===== src/rtl/ssrx_pkg.sv =====
// Shared parameters and types for the stereo serial receiver.
// Assumes: one fixed sample width for both channels.
package ssrx_pkg;
    localparam int SAMPLE_W = 16;
    typedef logic [SAMPLE_W-1:0] sample_t;
endpackage


===== src/rtl/ssrx_sync.sv =====
// Multi-bit synchroniser: each bit passes through STAGES flops.
// Assumes: the bits are independent levels; no bus coherence is needed.
module ssrx_sync #(
    parameter int W      = 3,
    parameter int STAGES = 2
) (
    input  logic         clk,
    input  logic         rst_n,
    input  logic [W-1:0] async_in,
    output logic [W-1:0] sync_out
);
    logic [STAGES-1:0][W-1:0] pipe;

    // Shift the asynchronous levels through the flop chain.
    always_ff @(posedge clk) begin
        if (!rst_n) pipe <= '0;
        else        pipe <= {pipe[STAGES-2:0], async_in};
    end

    assign sync_out = pipe[STAGES-1];
endmodule


===== src/rtl/ssrx_edge.sv =====
// Rising-edge detector on the synchronised bit clock.
// Assumes: the system clock runs at least 4x the bit clock.
module ssrx_edge (
    input  logic clk,
    input  logic rst_n,
    input  logic level,
    output logic rise
);
    logic level_q;

    // Keep the previous level for comparison.
    always_ff @(posedge clk) begin
        if (!rst_n) level_q <= 1'b0;
        else        level_q <= level;
    end

    assign rise = level & ~level_q;

    // Two bit-clock edges are never in consecutive cycles at the supported ratio.
    assert_rise_spacing_R9: assert property (@(posedge clk) disable iff (!rst_n)
        rise |=> !rise);
endmodule


===== src/rtl/ssrx_deser.sv =====
// Deserialiser: shifts bits MSB first and closes a word whenever the
// channel-select level changes between two bit-clock edges.
// Assumes: bit_rise is a single-cycle pulse per bit-clock rising edge.
module ssrx_deser
    import ssrx_pkg::*;
(
    input  logic    clk,
    input  logic    rst_n,
    input  logic    bit_rise,
    input  logic    chsel_s,
    input  logic    data_s,
    output logic    done,
    output logic    done_left,
    output sample_t done_word
);
    localparam int CW = $clog2(SAMPLE_W + 1);

    sample_t         shreg;
    logic [CW-1:0]   fill;
    logic            prev_sel;
    logic            started;

    // Shift on each bit edge; on a channel change emit the left-aligned word.
    always_ff @(posedge clk) begin
        if (!rst_n) begin
            shreg     <= '0;
            fill      <= '0;
            prev_sel  <= 1'b0;
            started   <= 1'b0;
            done      <= 1'b0;
            done_left <= 1'b0;
            done_word <= '0;
        end else begin
            done <= 1'b0;
            if (bit_rise) begin
                if (started && (chsel_s != prev_sel)) begin
                    done      <= 1'b1;
                    done_left <= prev_sel;
                    done_word <= shreg << (CW'(SAMPLE_W) - fill);
                    shreg     <= {{(SAMPLE_W-1){1'b0}}, data_s};
                    fill      <= CW'(1);
                end else begin
                    shreg <= {shreg[SAMPLE_W-2:0], data_s};
                    if (fill != CW'(SAMPLE_W)) fill <= fill + CW'(1);
                end
                prev_sel <= chsel_s;
                started  <= 1'b1;
            end
        end
    end

    // The fill count never exceeds the word width.
    assert_fill_bound_R6: assert property (@(posedge clk) disable iff (!rst_n)
        fill <= CW'(SAMPLE_W));
    // A closed word is reported only one cycle after a bit edge.
    assert_done_after_edge_R1: assert property (@(posedge clk) disable iff (!rst_n)
        done |-> $past(bit_rise));
endmodule


===== src/rtl/ssrx_pair.sv =====
// Pair assembler: holds the left word and loads both outputs together
// once the following right word closes.
// Assumes: done pulses alternate between the channels.
module ssrx_pair
    import ssrx_pkg::*;
(
    input  logic    clk,
    input  logic    rst_n,
    input  logic    done,
    input  logic    done_left,
    input  sample_t done_word,
    output sample_t out_left,
    output sample_t out_right,
    output logic    out_valid
);
    sample_t left_hold;
    logic    left_ok;

    // Park left words; publish the pair when a right word follows one.
    always_ff @(posedge clk) begin
        if (!rst_n) begin
            left_hold <= '0;
            left_ok   <= 1'b0;
            out_left  <= '0;
            out_right <= '0;
            out_valid <= 1'b0;
        end else begin
            out_valid <= 1'b0;
            if (done) begin
                if (done_left) begin
                    left_hold <= done_word;
                    left_ok   <= 1'b1;
                end else if (left_ok) begin
                    out_left  <= left_hold;
                    out_right <= done_word;
                    out_valid <= 1'b1;
                    left_ok   <= 1'b0;
                end
            end
        end
    end

    // The strobe lasts exactly one cycle.
    assert_strobe_pulse_R3: assert property (@(posedge clk) disable iff (!rst_n)
        out_valid |=> !out_valid);
    // Outputs move only together with the strobe.
    assert_hold_between_R8: assert property (@(posedge clk) disable iff (!rst_n)
        !out_valid |-> ($stable(out_left) && $stable(out_right)));
    // A strobe needs a right word closing in the previous cycle.
    assert_pair_source_R4: assert property (@(posedge clk) disable iff (!rst_n)
        out_valid |-> ($past(done) && !$past(done_left)));
endmodule


===== src/rtl/stereo_serial_rx.sv =====
// Top level: synchronisers, bit-edge detector, deserialiser, pair assembler.
// Assumes: the system clock is at least 4x the bit clock; inputs meet the
// serial setup and hold limits around the bit-clock rising edge.
module stereo_serial_rx
    import ssrx_pkg::*;
(
    input  logic                clk,
    input  logic                rst_n,
    input  logic                ser_bclk,
    input  logic                ser_chsel,
    input  logic                ser_data,
    output logic [SAMPLE_W-1:0] left_word,
    output logic [SAMPLE_W-1:0] right_word,
    output logic                pair_valid
);
    logic [2:0] sync_v;
    logic       bit_rise;
    logic       done;
    logic       done_left;
    sample_t    done_word;

    ssrx_sync #(.W(3), .STAGES(2)) u_sync (
        .clk      (clk),
        .rst_n    (rst_n),
        .async_in ({ser_bclk, ser_chsel, ser_data}),
        .sync_out (sync_v)
    );

    ssrx_edge u_edge (
        .clk   (clk),
        .rst_n (rst_n),
        .level (sync_v[2]),
        .rise  (bit_rise)
    );

    ssrx_deser u_deser (
        .clk       (clk),
        .rst_n     (rst_n),
        .bit_rise  (bit_rise),
        .chsel_s   (sync_v[1]),
        .data_s    (sync_v[0]),
        .done      (done),
        .done_left (done_left),
        .done_word (done_word)
    );

    ssrx_pair u_pair (
        .clk       (clk),
        .rst_n     (rst_n),
        .done      (done),
        .done_left (done_left),
        .done_word (done_word),
        .out_left  (left_word),
        .out_right (right_word),
        .out_valid (pair_valid)
    );
endmodule


===== config.mk =====
export PLATFORM = sky130hd
export DESIGN_NAME = stereo_serial_rx
export DESIGN_NICKNAME = d
export VERILOG_FILES = /design/src/rtl/ssrx_pkg.sv /design/src/rtl/ssrx_sync.sv /design/src/rtl/ssrx_edge.sv /design/src/rtl/ssrx_deser.sv /design/src/rtl/ssrx_pair.sv /design/src/rtl/stereo_serial_rx.sv
export SDC_FILE = /design/constraint.sdc
export NUM_CORES = 1
export LEC_CHECK = 0
export CORE_MARGIN = 2
export CORE_UTILIZATION = 55
export DETAILED_ROUTE_END_ITERATION = 8
export GPL_ROUTABILITY_DRIVEN = 0
export MAX_ROUTING_LAYER = met4
export PLACE_DENSITY_LB_ADDON = 0.12
export SLEW_MARGIN = 20
export SYNTH_ARGS = -nofsm -noshare
export SYNTH_HDL_FRONTEND = slang
export SYNTH_SLANG_ARGS = --single-unit

===== constraint.sdc =====
create_clock -name clk -period 5.2 [get_ports clk]
set_clock_uncertainty 0.1 [all_clocks]
set_input_delay 1.56 -clock clk [delete_from_list [all_inputs] [get_ports clk]]
set_output_delay 1.56 -clock clk [all_outputs]
set_load 0.02 [all_outputs]

==> impl_metrics.toml <==
[run_status]
status = "completed"

[synth]
yosys.area.top_type = "dfxtp_1"
synth-seq-cells = 98
synth_cells = 457
synth.area.top_cells = "dfxtp_1 (48%), nand2_1 (14%), a21oi_1 (8.6%)"
yosysMostFrequentCell = "nand2_1"
seq_area_frac_synth = 0.481
synth_warnings = 0
synth_cell_types = 49
ys.flop_type = "dfxtp_1"
synthTopCellsByCount = "nand2_1 (148), dfxtp_1 (98), a21oi_1 (70), clkbuf_1 (20), mux2i_1 (12)"
synth_edf_count = 0
synth-async-reset-ratio = 0
syn_nets = 465
avgSynthCellArea_um2 = 8.93
syn_area_mm2 = 0.00408
synth_top_cell_area_share = 0.481

[clock_tree]
cts_tree = "done"
holdBufCountCts = 0
clk_pin_slew_ns = 0.10
htree_levels = 3
cts.sinks = 98
numCtsBuffers = 9
cts_buffer_depth = 2
postCtsSetupRepairBufs = 0
cts_root_buffer = "clkbuf_8"
clkLatencyLatePin_ns = 0.37
cts-resized-gates = 0

[cells_and_area]
register_area_mm2 = 0.00196
drive_gt1_frac = 0.0890
num-fill-cells = 659
multiInputGateArea_mm2 = 0.00198
antenna_cells = 0
post-route-util = 0.645
nNetsFinal = 486
area_delta_synth_final_pct = 14.0

[route]
finalWirelength_um = 8060
firstDrtPassIters = 4
vias_per_cell = 5.41
first_iter_violations = 157
vias = 3148
wl_per_cell_um = 13.8
ant_nets = 0
drc = 0

[floorplanning]
initial_core_util = 0.566
die_height_um = 90.2
boundaryPins = 38
dieWidth_um = 90.2
dieArea_mm2 = 0.00813
std_cell_rows = 31
core-area_mm2 = 0.00721

[power_and_ir_drop]
power_density_mw_per_mm2 = 272
ir_drop_v = 0.000157
p_total_w = 0.00127
leakage_nw = 1.53

[global_route]
grt_pass1_vias = 2832
grt_max_degree = 57
grtUsageTotal = 0.212
grt_pass1_wl_um = 13700
globalRouteOverflowTotal = 0
antenna_found_initial = 0

[timing]
finalHoldViolations = 0
period_needed_ns = 3.34
tns_ns = 0
fin_crit_sh = 0.643
clock.fmax_mhz = 299
setup_viol = 0
drv_slew = 0
rsz0062_at_grt = "no"
tightest_slew_ns = 0.858
relSlewSlack = 0.428

[critical_path]
critPathLaunch = "rst_n"
endpoint_kind = "flop"
endpoint = "u_deser.done_word[14]"
required_ns = 5.40
cp.arrival_ns = 3.54
r2r_end = "u_deser.done_word[14]"
worst-path-max-fanout = 13
path_class = "in2reg"
rr_worst_depth = 9
rr_startpoint = "u_deser.fill[0]"
start_kind = "input pin"
r2r_setup_slack_ns = 2.21

[min_path]
hold_path.class = "reg2reg"

[place]
dp_hpwl_um = 5620
io_buffers = 37

[flow_run]
cap_violations = 0
sequential cells by signal, indices dropped and copies added (netlist names):
signal / count
u_deser.done_word: 16
u_deser.shreg: 16
u_pair.left_hold: 16
u_pair.out_left: 16
u_pair.out_right: 16
u_deser.fill: 5
u_sync.pipe: 3
u_sync.sync_out: 3
u_deser.done: 1
u_deser.done_left: 1
u_deser.prev_sel: 1
u_deser.started: 1
u_edge.level_q: 1
u_pair.left_ok: 1
u_pair.out_valid: 1
worst min-delay path by stage:
stage | start | depth (start not counted) | slack (ns) | to
after CTS | u_sync.pipe[0] | 1 | 0.34 | u_sync.sync_out[0]
after floorplan | u_sync.pipe[0] | 1 | 0.31 | u_sync.sync_out[0]
final | u_sync.pipe[0] | 1 | 0.34 | u_sync.sync_out[0]
after detailed placement | u_sync.pipe[0] | 1 | 0.32 | u_sync.sync_out[0]
after global routing | u_sync.sync_out[0] | 2 | 0.38 | u_deser.shreg[0]
after global placement | u_sync.pipe[0] | 1 | 0.31 | u_sync.sync_out[0]
placed cells by master, fill, tap and decap left out, types with 2 or more instances in the layout:
| master | netlist | routed |
|---|---|---|
| ha_1 | 3 | 3 |
| a211oi_1 | 2 | 2 |
| nor3_1 | 7 | 7 |
| o21ai_0 | 2 | 2 |
| clkinv_4 | 0 | 2 |
| o31ai_1 | 2 | 2 |
| or4_1 | 2 | 2 |
| clkdlybuf4s50_1 | 0 | 37 |
| inv_1 | 4 | 4 |
| and2_1 | 8 | 8 |
| o21ai_1 | 5 | 5 |
| a22o_1 | 4 | 4 |
| mux2_2 | 2 | 2 |
| mux4_2 | 11 | 11 |
| nand2b_1 | 4 | 4 |
| nand2_1 | 148 | 148 |
| dfxtp_1 | 98 | 98 |
| clkbuf_8 | 0 | 9 |
| a221o_1 | 3 | 3 |
| nor2_1 | 8 | 7 |
| mux4_1 | 2 | 2 |
| xor2_2 | 2 | 2 |
| a211o_1 | 2 | 2 |
| buf_4 | 1 | 3 |
| nor3b_1 | 2 | 2 |
| a21oi_1 | 70 | 70 |
| mux2i_1 | 12 | 12 |
| nand3_1 | 2 | 2 |
| nor2b_1 | 2 | 2 |
| nor3_2 | 2 | 2 |
layout make-up:
class | count | area share
Multi-Input combinational cell | 325 | 0.426
Sequential cell | 98 | 0.422
Timing Repair Buffer | 40 | 0.0844
Clock buffer | 10 | 0.0274
Tap cell | 99 | 0.0266
Clock inverter | 6 | 0.0108
Inverter | 4 | 0.00323
power breakdown:
part | switching (W) | internal [W]
Sequential | 0.00000220 | 0.000753
Clock | 0.000278 | 0.000180
Combinational | 0.0000337 | 0.0000187
per-layer routing:
metal	track usage	vias to the layer above	share of wire
met5	-	-	0
li1	-	1593	-
met1	0.282	1489	0.48
met3	0.0302	13	0.031
met4	0.0846	0	0.019
met2	0.330	53	0.47
per-stage QoR:
step | setup slack, ns | hold WS [ns] | instance area, um2 | std cells
floorplan | 2.44 | 0.312 | 4080 | 457
global placement | 1.52 | 0.315 | 4470 | 566
detailed placement | 1.49 | 0.322 | 4480 | 566
CTS | 1.85 | 0.337 | 4650 | 582
global route | 1.74 | 0.377 | 4650 | 582
finish | 1.86 | 0.336 | 4650 | 582
cell families after synthesis:
logic type / share of synthesized area
mux: 0.108
simple gates: 0.203
fa+ha+maj: 0.00919
flops: 0.481
buf+inv: 0.0359
xor+xnor: 0.0254
compound gates: 0.137
critical path: stages:
cell	delay, ns
clkdlybuf4s50_1	0.64
nor2b_1	0.18
nand4_1	0.44
or3b_1	0.54
a31oi_1	0.18
(Power assumes the default switching activity.)
